===== config.mk =====
export PLATFORM = sky130hd
export DESIGN_NAME = pt_walker
export DESIGN_NICKNAME = d
export VERILOG_FILES = /design/src/rtl/pt_walker_pkg.sv /design/src/rtl/pt_walker_ctrl.sv /design/src/rtl/pt_walker_dp.sv /design/src/rtl/pt_walker.sv
export SDC_FILE = /design/constraint.sdc
export NUM_CORES = 1
export LEC_CHECK = 0
export BUFFER_PORTS_ARGS = -buffer_cell sky130_fd_sc_hd__clkbuf_2
export CAP_MARGIN = 30
export CELL_PAD_IN_SITES_DETAIL_PLACEMENT = 1
export CELL_PAD_IN_SITES_GLOBAL_PLACEMENT = 1
export CORE_UTILIZATION = 37
export CTS_CLUSTER_DIAMETER = 40
export CTS_CLUSTER_SIZE = 14
export DETAILED_ROUTE_END_ITERATION = 8
export GPL_TIMING_DRIVEN = 1
export PLACE_DENSITY = 0.83
export SLEW_MARGIN = 25
export SYNTH_ARGS = -nofsm -noshare
export SYNTH_HDL_FRONTEND = slang
export SYNTH_SLANG_ARGS = --single-unit

===== constraint.sdc =====
create_clock -name clk -period 2.7 [get_ports clk]
set_input_delay 0.405 -clock clk [delete_from_list [all_inputs] [get_ports clk]]
set_output_delay 0.405 -clock clk [all_outputs]
set_load 0.01 [all_outputs]

===== src/rtl/pt_walker_pkg.sv =====
package pt_walker_pkg;

  typedef enum logic [2:0] {
    WALK_IDLE,
    WALK_REQ,
    WALK_WAIT,
    WALK_DONE,
    WALK_FAULT
  } walkState_e;

  // Strobes from control to datapath
  typedef struct packed {
    logic captureMiss;
    logic capturePte;
  } walkStrobe_t;

endpackage


===== src/rtl/pt_walker_ctrl.sv =====
module pt_walker_ctrl
  import pt_walker_pkg::*;
(
  input  logic        clk,
  input  logic        rstN,
  input  logic        missValid,
  input  logic        memReqReady,
  input  logic        memRspValid,
  input  logic        pteValid,
  output walkStrobe_t strobe,
  output logic        missReady,
  output logic        memReqValid,
  output logic        refillValid,
  output logic        faultValid
);

  walkState_e state, stateNext;

  always_comb begin
    stateNext = state;
    unique case (state)
      WALK_IDLE:  if (missValid)   stateNext = WALK_REQ;
      WALK_REQ:   if (memReqReady) stateNext = WALK_WAIT;
      WALK_WAIT:  if (memRspValid) stateNext = pteValid ? WALK_DONE : WALK_FAULT;
      WALK_DONE:  stateNext = WALK_IDLE;
      WALK_FAULT: stateNext = WALK_IDLE;
      default:    stateNext = WALK_IDLE;
    endcase
  end

  always_ff @(posedge clk or negedge rstN) begin
    if (!rstN) state <= WALK_IDLE;
    else       state <= stateNext;
  end

  always_comb begin
    strobe.captureMiss = (state == WALK_IDLE) && missValid;
    strobe.capturePte  = (state == WALK_WAIT) && memRspValid;
  end

  assign missReady   = (state == WALK_IDLE);
  assign memReqValid = (state == WALK_REQ);
  assign refillValid = (state == WALK_DONE);
  assign faultValid  = (state == WALK_FAULT);

endmodule


===== src/rtl/pt_walker_dp.sv =====
module pt_walker_dp
  import pt_walker_pkg::*;
#(
  parameter int unsigned VA_W      = 32,
  parameter int unsigned OFS_W     = 12,
  parameter int unsigned ADDR_W    = 32,
  parameter int unsigned PTE_W     = 32,
  parameter int unsigned PPN_W     = 18,
  parameter int unsigned VALID_BIT = 31,
  parameter int unsigned WRITE_BIT = 30,
  parameter logic [ADDR_W-1:0] BASE_RESET = '0
) (
  input  logic              clk,
  input  logic              rstN,
  input  walkStrobe_t       strobe,
  input  logic              supervisor,
  input  logic              baseWrEn,
  input  logic [ADDR_W-1:0] baseWrData,
  input  logic [VA_W-OFS_W-1:0] missVpn,
  input  logic              missIsWrite,
  input  logic [PTE_W-1:0]  memRspData,
  output logic              pteValid,
  output logic [ADDR_W-1:0] memReqAddr,
  output logic [VA_W-OFS_W-1:0] refillVpn,
  output logic [PPN_W-1:0]  refillPpn,
  output logic              refillWritable,
  output logic [VA_W-1:0]   faultVaddr,
  output logic              faultIsWrite,
  output logic [ADDR_W-1:0] baseReg
);

  localparam int unsigned VPN_W     = VA_W - OFS_W;
  localparam int unsigned PTE_BYTES = PTE_W / 8;
  localparam int unsigned PTE_SHIFT = $clog2(PTE_BYTES);
  localparam int unsigned PAD_W     = ADDR_W - VPN_W - PTE_SHIFT;

  logic [VPN_W-1:0]  vpnReg;
  logic              isWriteReg;
  logic [ADDR_W-1:0] addrReg;
  logic [PPN_W-1:0]  ppnReg;
  logic              writableReg;
  logic [ADDR_W-1:0] entryOffset;
  logic              pteUnused;

  // Scaled page number, zero-extended to the address width
  generate
    if (PAD_W > 0) begin : g_pad
      assign entryOffset = {{PAD_W{1'b0}}, missVpn, {PTE_SHIFT{1'b0}}};
    end else begin : g_nopad
      assign entryOffset = ADDR_W'({missVpn, {PTE_SHIFT{1'b0}}});
    end
  endgenerate

  // Table base: supervisor-only writes
  always_ff @(posedge clk or negedge rstN) begin
    if (!rstN)                         baseReg <= BASE_RESET;
    else if (baseWrEn && supervisor)   baseReg <= baseWrData;
  end

  // Miss capture: address formed with the base in force at acceptance
  always_ff @(posedge clk or negedge rstN) begin
    if (!rstN) begin
      vpnReg     <= '0;
      isWriteReg <= 1'b0;
      addrReg    <= '0;
    end else if (strobe.captureMiss) begin
      vpnReg     <= missVpn;
      isWriteReg <= missIsWrite;
      addrReg    <= baseReg + entryOffset;
    end
  end

  // Entry capture
  always_ff @(posedge clk or negedge rstN) begin
    if (!rstN) begin
      ppnReg      <= '0;
      writableReg <= 1'b0;
    end else if (strobe.capturePte) begin
      ppnReg      <= memRspData[PPN_W-1:0];
      writableReg <= memRspData[WRITE_BIT];
    end
  end

  assign pteValid       = memRspData[VALID_BIT];
  assign pteUnused      = ^memRspData;
  assign memReqAddr     = addrReg;
  assign refillVpn      = vpnReg;
  assign refillPpn      = ppnReg;
  assign refillWritable = writableReg;
  assign faultVaddr     = {vpnReg, {OFS_W{1'b0}}};
  assign faultIsWrite   = isWriteReg;

endmodule


===== src/rtl/pt_walker.sv =====
module pt_walker
  import pt_walker_pkg::*;
#(
  parameter int unsigned VA_W      = 32,
  parameter int unsigned OFS_W     = 12,
  parameter int unsigned ADDR_W    = 32,
  parameter int unsigned PTE_W     = 32,
  parameter int unsigned PPN_W     = 18,
  parameter int unsigned VALID_BIT = 31,
  parameter int unsigned WRITE_BIT = 30,
  parameter logic [ADDR_W-1:0] BASE_RESET = '0
) (
  input  logic                  clk,
  input  logic                  rstN,
  input  logic                  supervisor,
  input  logic                  baseWrEn,
  input  logic [ADDR_W-1:0]     baseWrData,
  input  logic                  missValid,
  input  logic [VA_W-OFS_W-1:0] missVpn,
  input  logic                  missIsWrite,
  output logic                  missReady,
  output logic                  memReqValid,
  output logic [ADDR_W-1:0]     memReqAddr,
  input  logic                  memReqReady,
  input  logic                  memRspValid,
  input  logic [PTE_W-1:0]      memRspData,
  output logic                  refillValid,
  output logic [VA_W-OFS_W-1:0] refillVpn,
  output logic [PPN_W-1:0]      refillPpn,
  output logic                  refillWritable,
  output logic                  faultValid,
  output logic [VA_W-1:0]       faultVaddr,
  output logic                  faultIsWrite
);

  walkStrobe_t       strobe;
  logic              pteValid;
  logic [ADDR_W-1:0] baseReg;

  pt_walker_ctrl u_ctrl (
    .clk         (clk),
    .rstN        (rstN),
    .missValid   (missValid),
    .memReqReady (memReqReady),
    .memRspValid (memRspValid),
    .pteValid    (pteValid),
    .strobe      (strobe),
    .missReady   (missReady),
    .memReqValid (memReqValid),
    .refillValid (refillValid),
    .faultValid  (faultValid)
  );

  pt_walker_dp #(
    .VA_W(VA_W), .OFS_W(OFS_W), .ADDR_W(ADDR_W), .PTE_W(PTE_W),
    .PPN_W(PPN_W), .VALID_BIT(VALID_BIT), .WRITE_BIT(WRITE_BIT),
    .BASE_RESET(BASE_RESET)
  ) u_dp (
    .clk            (clk),
    .rstN           (rstN),
    .strobe         (strobe),
    .supervisor     (supervisor),
    .baseWrEn       (baseWrEn),
    .baseWrData     (baseWrData),
    .missVpn        (missVpn),
    .missIsWrite    (missIsWrite),
    .memRspData     (memRspData),
    .pteValid       (pteValid),
    .memReqAddr     (memReqAddr),
    .refillVpn      (refillVpn),
    .refillPpn      (refillPpn),
    .refillWritable (refillWritable),
    .faultVaddr     (faultVaddr),
    .faultIsWrite   (faultIsWrite),
    .baseReg        (baseReg)
  );

endmodule


# --- After elaboration in Yosys (flattened, before gate mapping) ---
# Cells that the tools add are included.
word_totals:
  ff_bits: 107
  latchBits: 0
  ram_bits: 0
  romBits: 0
  input_bits: 92
  elab_cells: 25
  mem_count: 0
op_classes:
  n_addsub: 1
  n_mul: 0
  div_mod_pow: 0
  magnitude_cmp: 0
  eq_ne: 7
  shifts: 0
  muxes: 5
  n_bitwise: 0
  n_reduce_logical: 5
op_table:
  columns: ["op", "count"]
  rows:
  - ["$add A32 B22 Y32", 1]
  - ["$mux W3", 4]
  - ["$pmux W3 S3", 1]
  - ["$eq A3 B2 Y1 const B", 2]
  - ["$ne A2 B2 Y1 const B", 2]
  - ["$eq A3 B1 Y1 const B", 1]
  - ["$eq A3 B3 Y1 const B", 1]
  - ["$logic_and A1 B1 Y1", 3]
  - ["$logic_not A3 Y1", 1]
  - ["$reduce_and A3 Y1", 1]
  - ["$ne A2 B1 Y1 const B", 1]

# --- Logic depth before layout (Yosys ltp) ---
# Gate-level depths: netlist of run 1.
logic_depth:
  depth_word: 3
  depth_mapped: 10

# --- By module ---
# From an unflattened synthesis of run 1, not the netlist that was laid out.
unflattened:
  cells_unflattened: 527
  area_unflattened_um2: 5755.5
modules_own_cells:
  columns: ["module", "instances", "cells_each", "area_per_inst_um2"]
  rows:
  - ["pt_walker_dp", 1, 504, 5551.6]
  - ["pt_walker_ctrl", 1, 23, 203.9]

# --- Least setup slack after synthesis of run 1 ---
# Ideal clock, no wire load.
synth_path:
  kind: "input to register"
  startpoint: "in missVpn[0]"
  endpoint: "reg u_dp.addrReg[28] (netlist: u_dp.memReqAddr[28])"
  setup_ns: 0.130
  t_arrival_ns: 2.282
  t_required_ns: 2.570
  setup_slack_ns: 0.288
  path_stages: 10
  path_buffers: 0
  cell_sequence: "ha_1 -> inv_1 -> fa_1 -> and2b_1 -> o2111ai_2 -> a2111oi_4 -> o21ai_2 -> a211oi_2 -> xnor2_1 -> o21ai_1"
synth_between:
  elab_chain_cells: 1
synth_lines:
  columns: ["item", "line_no", "source"]
  rows:
  - ["start, declared", "pt_walker.sv:19", "input logic [VA_W-OFS_W-1:0] missVpn,"]
  - ["$add A32 B22 Y32", "pt_walker_dp.sv:69", "addrReg <= baseReg + entryOffset;"]
  - ["end signal, assigned", "pt_walker_dp.sv:69", null]
  - ["end, declared", "pt_walker_dp.sv:39", "logic [ADDR_W-1:0] addrReg;"]
# No other way between the ends.
# A chain may end at the register's enable or synchronous reset.

# --- Worst setup path in the final report of run 1 ---
layout_path:
  startpoint: "reg u_dp.baseReg[2]"
  endpoint: "reg u_dp.addrReg[28] (netlist: u_dp.memReqAddr[28])"
layout_between:
  elab_chain_cells: 1
layout_lines:
  columns: ["item", "line_no", "source"]
  rows:
  - ["start, declared", "pt_walker_dp.sv:29", "output logic [ADDR_W-1:0] baseReg"]
  - ["start signal, assigned", "pt_walker_dp.sv:57", "else if (baseWrEn && supervisor) baseReg <= baseWrData;"]
  - ["$add A32 B22 Y32", "pt_walker_dp.sv:69", null]
# No other way between the ends.

==> results of run 1 <==
## power by group through the flow
stage | registers [uW] | logic (uW) | clock network, uW
final | 2630 | 2720 | 1360
after detailed placement | 2670 | 2760 | 0
after global routing | 2720 | 3050 | 1450
after global placement | 2610 | 2660 | 0
after CTS | 2640 | 2760 | 1400
after floorplan | 2820 | 1530 | 0
## kinds of logic (layout without fill, tap and decap cells)
| logic type | after synthesis | in the layout | share of synthesized area |
|---|---|---|---|
| muxes | 51 | 51 | 0.105 |
| other | 1 | 12 | 0.000683 |
| buffers and inverters | 63 | 210 | 0.0681 |
| DFF | 107 | 107 | 0.487 |
| xor gates and xnor gates | 26 | 26 | 0.0414 |
| AOI/OAI and AO/OA | 96 | 96 | 0.113 |
| and+or+nand+nor | 176 | 176 | 0.136 |
| adders and majority gates | 21 | 21 | 0.0492 |
## per-stage QoR
| step | util | area, sq um | instances |
|---|---|---|---|
| after floorplan | - | 5540 | 552 |
| final | 0.463 | 6730 | 883 |
| after global routing | 0.463 | 6730 | 883 |
| after global placement | 0.441 | 6410 | 867 |
| after detailed placement | 0.441 | 6410 | 867 |
| after CTS | 0.462 | 6720 | 883 |
## registers in the layout, indices dropped and copies added (netlist names)
name,count
u_dp.baseReg,32
u_dp.faultIsWrite,1
u_dp.memReqAddr,32
u_dp.refillWritable,1
u_dp.refillVpn,20
u_dp.refillPpn,18
u_ctrl.state,3
## area by class of cell
cell class                 count  area [sq um]
clock buffer                   9           225
clock inverter                 7          76.3
fill                        1714          7800
inverter                       7          26.3
multi-input combinational    382          2500
sequential                   107          2680
tap                          184           230
timing repair buffer         187           993
## how the worst max path moves through the flow
stage | depth (start not counted) | from | to
after floorplan | 10 | missVpn[0] | u_dp.memReqAddr[28]
after global placement | 11 | missVpn[0] | u_dp.memReqAddr[28]
after detailed placement | 11 | missVpn[0] | u_dp.memReqAddr[28]
after CTS | 10 | u_dp.baseReg[2] | u_dp.memReqAddr[28]
after global routing | 11 | u_dp.baseReg[2] | u_dp.memReqAddr[16]
final | 10 | u_dp.baseReg[2] | u_dp.memReqAddr[28]
## routing by layer
metal  routed length, microns  vias up
met2                     7300      142
met5                        0        -
met3                      899       14
met1                     6100     2153
li1                         -     2104
met4                      232        0
## Yosys cell counts (5+ instances only)
| library cell | count | area share |
|---|---|---|
| o21ai_0 | 39 | 0.036 |
| nand4_1 | 5 | 0.0057 |
| a31oi_1 | 6 | 0.0068 |
| inv_1 | 7 | 0.0048 |
| nor2_1 | 18 | 0.012 |
| nand3_1 | 6 | 0.0055 |
| mux2_2 | 51 | 0.10 |
| xnor2_1 | 15 | 0.024 |
| xor2_1 | 11 | 0.018 |
| ha_1 | 20 | 0.046 |
| clkbuf_1 | 15 | 0.010 |
| dfrtp_1 | 107 | 0.49 |
| nand2_1 | 124 | 0.085 |
| a21oi_1 | 23 | 0.021 |
| buf_4 | 33 | 0.045 |
==> flow_summary.toml, run 1 <==
[status]
status = "completed"

[setup_path]
worst-setup-path-type = "reg -> reg"
crit_path_cell_trace = "ha_1, inv_1, fa_1, and2b_1, o2111ai_2, a2111oi_4, o21ai_4, a211oi_2, xnor2_1, o21ai_1"
r2r_end = "u_dp.memReqAddr[28]"
worst_setup_path_end_kind = "flip-flop"
cp_slowest_cell = "a2111oi_4"
path_delay_family = "compound AO/OA/AOI/OAI gates"
r2r_cells = 10
required_ps = 2930
cp-start-kind = "flip-flop"
rrSetupSlack_ps = 160
worstPathBufferInverterCount = 1
cp_max_fo = 5
arrival_ps = 2770
rr_startpoint = "u_dp.baseReg[2]"
cp_slowest_stage_delay_ps = 420

[power]
p_comb_frac = 0.405
clockPowerShare = 0.202
p_total_uw = 6700
sw_frac_of_total = 0.389
ir_worst_vdd_mv = 0.364
seqPwrFrac = 0.392
p_leak_uw = 0.00335
power_density_nw_per_um2 = 996
p_int_uw = 4100
p_sw_uw = 2610

[sta]
fmax_mhz = 394
finalHoldViolCount = 0
slew_violations = 0
fin_crit_sh = 0.940
finalSetupViolations = 0
rsz0062_at_grt = "false"
tightest_slew_ps = 725
fin_crit_ps = 2540
layout_setup_ws_ps = 161
setup_tns_ps = 0
relSlewSlack = 0.517
hold_slack_ps = 109
fin_skew_ps = 7.69

[cts]
ctsHoldBuffers = 0
root_buffer = "clkbuf_16"
clk_pin_slew_ps = 70
cts-htree-levels = 3
clk_path_buf_depth = 2
post_cts_buffers = 0
cts_buffers = 9
insertion_delay_ps = 350
cts_tree = "built"
cts.sinks = 107
cts_resized = 0

[global_routing]
overflow = 0
grt_use_met1 = 0.238
grt_pass1_wl_microns = 22900
grt_pass1_vias = 4486
grt_util_all_layers = 0.198
antenna_found_initial = 0
busiest_layer = "met2"
grt_max_degree = 80
grtUsageMet2 = 0.346
use_met3 = 0.0408

[synthesis]
synth_edf_count = 0
synth_cells = 541
syn-cell-area_sq_um = 5490
ys_seq_area_frac = 0.487
ys_ff_latch = 107
synth-main-ff-cell = "dfrtp_1"
synth.distinct_cells = 53
yosysWarnings = 0
synthArstFlopShare = 1.00
synth_area_per_cell_sq_um = 10.2

[drt]
postRouteAntennaNets = 0
viasPerCell = 5.00
drcViolationCount = 0
num_vias = 4413
wirelength_microns = 14500
routed_wire_length_per_instance_microns = 16.5
firstDrtPassIters = 4
drt_iter0_drc = 199

[floorplan]
die_area_sq_um = 15300
die_y_microns = 124
start_util = 0.378
rows = 44
core_area_sq_um = 14500
io_pins = 200
die_x_microns = 124

[layout]
layout_common_cells = "clkbuf_2, nand2_1, dfrtp_1"
final_common_cell = "clkbuf_2"
diodes = 0
final_nets = 807
area_growth_pct = 22.5
drive_gt1_frac = 0.385

[placed_design]
dp_hpwl_microns = 11100
gp_congestion = 0.857
preCtsSetupSlack_ps = -86.0
io_buffers = 175

[worst_hold_path]
hold_class = "in -> async"

[run]
cap_viol_max_count = 0
(Power assumes the default switching activity.)
==> inputs of run 2 (changes only) <==
--- a/config.mk
+++ b/config.mk
@@ -8,13 +8,13 @@
 export BUFFER_PORTS_ARGS = -buffer_cell sky130_fd_sc_hd__clkbuf_2
 export CAP_MARGIN = 30
 export CELL_PAD_IN_SITES_DETAIL_PLACEMENT = 1
-export CELL_PAD_IN_SITES_GLOBAL_PLACEMENT = 1
-export CORE_UTILIZATION = 37
+export CELL_PAD_IN_SITES_GLOBAL_PLACEMENT = 2
+export CORE_UTILIZATION = 30
 export CTS_CLUSTER_DIAMETER = 40
 export CTS_CLUSTER_SIZE = 14
 export DETAILED_ROUTE_END_ITERATION = 8
 export GPL_TIMING_DRIVEN = 1
-export PLACE_DENSITY = 0.83
+export PLACE_DENSITY = 0.84
 export SLEW_MARGIN = 25
 export SYNTH_ARGS = -nofsm -noshare
 export SYNTH_HDL_FRONTEND = slang
==> run 2 against run 1 <==
Compared with the run above:
- die area up 23%
- critical endpoint unchanged
- sequential share of layout area fell by 0.18 points
- total power shrank 0.92%
- worst setup slack gained 3.4 ps
- final area is 0.45% higher
- count of clock-buffer cells in the layout rose by 1
- global-route usage shrank 3.0 points
- non-clock buffer count increased by 1
- largest power group unchanged
- highest routed layer unchanged
- wire length increased by 4.0%
==> flow_summary.toml, run 2 (same netlist as run 1, synthesis figures left out) <==
[drt]
routed_wire_length_per_instance_microns = 16.3
wirelength_microns = 15100
drt_iter0_drc = 140
num_vias = 4322
viasPerCell = 4.65
postRouteAntennaNets = 0
drcViolationCount = 0
firstDrtPassIters = 6

[sta]
finalHoldViolCount = 0
fin_skew_ps = 9.40
fmax_mhz = 394
fin_crit_sh = 0.939
finalSetupViolations = 0
tightest_slew_ps = 776
rsz0062_at_grt = "false"
relSlewSlack = 0.483
fin_crit_ps = 2540
slew_violations = 0

[floorplan]
die_x_microns = 137
rows = 49
core_area_sq_um = 18000
start_util = 0.306
die_area_sq_um = 18900
io_pins = 200
die_y_microns = 137

[power]
power_density_nw_per_um2 = 982
p_leak_uw = 0.00335
p_total_uw = 6640
ir_worst_vdd_mv = 0.390

[setup_path]
r2r_end = "u_dp.memReqAddr[28]"
crit_start = "u_dp.baseReg[2]"
rr_startpoint = "u_dp.baseReg[2]"
required_ps = 2910
cp-endpoint = "u_dp.memReqAddr[28]"
worst_setup_path_end_kind = "flip-flop"
cp_max_fo = 5
worst-setup-path-type = "reg -> reg"
cp-start-kind = "flip-flop"
rrSetupSlack_ps = 160
r2r_cells = 10
arrival_ps = 2750

[layout]
drive_gt1_frac = 0.383
diodes = 0
regArea_sq_um = 2680
final_nets = 808
area_growth_pct = 23.0
fill_cells = 2096
layout_common_cells = "clkbuf_2, nand2_1, dfrtp_1"
multi_input_area_sq_um = 2500
final_common_cell = "clkbuf_2"
fin_area_sq_um = 6760

[cts]
cts_resized = 0
cts.sinks = 107
root_buffer = "clkbuf_16"
clk_pin_slew_ps = 80
clk_path_buf_depth = 2
cts-htree-levels = 3
cts_tree = "built"
insertion_delay_ps = 360
post_cts_buffers = 0
ctsHoldBuffers = 0
cts_buffers = 9

[global_routing]
grt_max_degree = 80
grt_util_all_layers = 0.168
grt_use_met1 = 0.209
grt_pass1_vias = 4520
use_met3 = 0.0313
grtUsageMet2 = 0.295
busiest_layer = "met2"
antenna_found_initial = 0
overflow = 0
grt_pass1_wl_microns = 24100

[run]
cap_viol_max_count = 0

[placed_design]
io_buffers = 175
gp_congestion = 0.807
placed_area_sq_um = 6460
dp_hpwl_microns = 11700

[status]
status = "completed"

[worst_hold_path]
hold_class = "in -> async"
==> run 2: worst min path at each step <==
stage | from | to | slack, ps
4_1_cts | rstN | u_dp.refillPpn[10] | 110
5_1_grt | rstN | u_dp.faultIsWrite | 130
3_5_place_dp | u_dp.memReqAddr[23] | u_dp.memReqAddr[23] | 470
6_report | rstN | u_dp.faultIsWrite | 80
3_3_place_gp | u_dp.baseReg[1] | u_dp.memReqAddr[1] | 440
2_1_floorplan | rstN | u_ctrl.state[0] | 110
==> run 2: critical path, cell delays in order (launching register included) <==
cell	delay, ps
dfrtp_1	360
ha_2	190
inv_1	50
fa_1	400
and2b_1	250
o2111ai_2	160
a2111oi_4	420
o21ai_4	120
a211oi_2	220
xnor2_1	150
o21ai_1	80
==> run 2: metal layers <==
metal | vias to the layer above | share of wire
li1 | 2103 | -
met1 | 2087 | 0.44
met2 | 121 | 0.50
met3 | 11 | 0.047
met4 | 0 | 0.011
met5 | - | 0
==> run 2: layout make-up <==
| class | instances | area share |
|---|---|---|
| Clock buffer | 10 | 0.0339 |
| Inverter | 7 | 0.00389 |
| Tap cell | 229 | 0.0424 |
| Timing Repair Buffer | 188 | 0.146 |
| Clock inverter | 6 | 0.00833 |
| Multi-Input combinational cell | 382 | 0.369 |
| Sequential cell | 107 | 0.396 |
==> run 2: metrics by stage <==
step	cells	utilization	setup WS [ps]	TNS [ps]	hold WS, ps
final	929	0.376	164	0	78.4
after global routing	929	0.376	2.03	0	129
after CTS	929	0.376	27.5	0	112
after detailed placement	913	0.360	-117	-317	470
after global placement	913	0.360	-82.8	-234	444
after floorplan	552	-	288	0	109
==> run 2: power breakdown <==
part,leakage [uW],internal [uW],switching (uW)
clock network,0.000137,648,664
registers,0.00130,2210,410
logic,0.00191,1140,1560
total,0.00335,4010,2640
==> inputs of run 3 (changes only) <==
--- a/config.mk
+++ b/config.mk
@@ -14,7 +14,7 @@
 export CTS_CLUSTER_SIZE = 14
 export DETAILED_ROUTE_END_ITERATION = 8
 export GPL_TIMING_DRIVEN = 1
-export PLACE_DENSITY = 0.84
+export PLACE_DENSITY_LB_ADDON = 0.1
 export SLEW_MARGIN = 25
 export SYNTH_ARGS = -nofsm -noshare
 export SYNTH_HDL_FRONTEND = slang
==> run 3 against run 2 <==
Compared with the run above:
- worst hold slack worse by 44 ps
- clock skew increased by 2.8 ps
- global-route usage is 0.57 points lower
- combinational power about the same
- critical path depth unchanged
- sequential power is essentially flat
- largest cell class unchanged
==> flow_summary.toml, run 3 (same netlist as run 1, synthesis figures left out) <==
[status]
status = "completed"

[drt]
postRouteAntennaNets = 0
num_vias = 4333
routed_wire_length_per_instance_microns = 15.9
wirelength_microns = 14800
viasPerCell = 4.66
firstDrtPassIters = 4
drcViolationCount = 0
drt_iter0_drc = 152

[global_routing]
grt_pass1_vias = 4410
grt_max_degree = 80
overflow = 0
grt_pass1_wl_microns = 23300
grt_util_all_layers = 0.162
antenna_found_initial = 0

[cts]
root_buffer = "clkbuf_16"
cts.sinks = 107
clk_path_buf_depth = 2
insertion_delay_ps = 370
cts-htree-levels = 3
cts_buffers = 9
cts_tree = "built"
clk_pin_slew_ps = 90

[setup_path]
crit_start = "u_dp.baseReg[2]"
cp-start-kind = "flip-flop"
cp_slowest_cell = "a2111oi_4"
worst-setup-path-type = "reg -> reg"
path_delay_family = "compound AO/OA/AOI/OAI gates"
rr_startpoint = "u_dp.baseReg[2]"
cp_slowest_stage_delay_ps = 440
crit_path_cell_trace = "ha_1, inv_1, fa_1, and2b_1, o2111ai_2, a2111oi_4, o21ai_4, a21oi_1, xnor2_1, o21ai_0"
required_ps = 2920
arrival_ps = 2770
cp_max_fo = 5
worst_setup_path_end_kind = "flip-flop"
worstPathBufferInverterCount = 1

[floorplan]
core_area_sq_um = 18000
rows = 49
io_pins = 200
die_x_microns = 137
die_y_microns = 137
die_area_sq_um = 18900
start_util = 0.306

[power]
p_comb_frac = 0.405
clockPowerShare = 0.201
ir_worst_vdd_mv = 0.421
p_int_uw = 4020
p_sw_uw = 2620
sw_frac_of_total = 0.395
power_density_nw_per_um2 = 980
p_leak_uw = 0.00336
seqPwrFrac = 0.394

[sta]
fin_crit_sh = 0.944
relSlewSlack = 0.434
layout_setup_ws_ps = 150
setup_tns_ps = 0
finalHoldViolCount = 0
fmax_mhz = 392
tightest_slew_ps = 846
rsz0062_at_grt = "true"
finalSetupViolations = 0
fin_skew_ps = 12.2
fin_crit_ps = 2550
slew_violations = 0

[layout]
final_nets = 809
final_common_cell = "clkbuf_2"
layout_common_cells = "clkbuf_2, nand2_1, dfrtp_1"
area_growth_pct = 23.4
multi_input_area_sq_um = 2500
fill_cells = 2108
regArea_sq_um = 2680
diodes = 0
drive_gt1_frac = 0.387

[placed_design]
dp_hpwl_microns = 11400
preCtsSetupSlack_ps = -108
gp_congestion = 0.744
io_buffers = 175

[worst_hold_path]
hold_class = "in -> async"

[run]
cap_viol_max_count = 0
[run 3: final timing paths]
kind                                        to  slack (ps)  cells after the start
max                        u_dp.memReqAddr[26]         150                     10
min                          u_dp.refillVpn[5]          30                      1
max reg2reg                u_dp.memReqAddr[26]         150                     10
min reg2reg                 u_dp.memReqAddr[0]         470                      2
max in group asynchronous    u_dp.refillVpn[0]        1860                      2
min in group clk             u_dp.faultIsWrite         230                      3
[run 3: cell type report]
type,count,area share
inverters,7,0.00388
clock inverters,7,0.00997
flip-flops and latches,107,0.395
multi-input cells,382,0.369
well taps,229,0.0423
clock buffers,9,0.0332
repair buffers,189,0.147
[run 3: worst register-to-register path: stages, from the launching register on]
cell,delay (ps)
dfrtp_1,360
ha_1,180
inv_1,60
fa_1,400
and2b_1,250
o2111ai_2,160
a2111oi_4,440
o21ai_4,130
a21oi_1,200
xnor2_1,150
o21ai_0,90
[run 3: what timing repair did]
action	in CTS	in global routing
setup buffers	0	0
hold buffers	0	0
endpoints found under the hold margin	0	0
resized for setup	0	5
setup endpoints to repair	0	7
[run 3: through the flow]
stage	instances	total power [uW]	util	area (sq um)	hold slack [ps]
finish	930	6640	0.377	6780	34.4
global route	930	7200	0.377	6780	75.1
CTS	930	6780	0.377	6770	63.1
detailed placement	914	5420	0.360	6470	458
global placement	914	5320	0.360	6470	445
floorplan	552	4350	-	5540	109
[run 3: power groups by stage]
stage	registers (uW)	clock network (uW)	logic [uW]
2_1_floorplan	2820	0	1530
3_3_place_gp	2630	0	2690
3_5_place_dp	2670	0	2750
4_1_cts	2640	1390	2750
5_1_grt	2720	1450	3030
6_report	2620	1330	2690
[run 3: per-layer routing]
layer | vias up | GRT usage | share of wire
li1 | 2114 | - | -
met1 | 2078 | 0.214 | 0.46
met2 | 127 | 0.268 | 0.47
met3 | 14 | 0.0280 | 0.052
met4 | 0 | 0.0549 | 0.014
met5 | - | 0 | 0
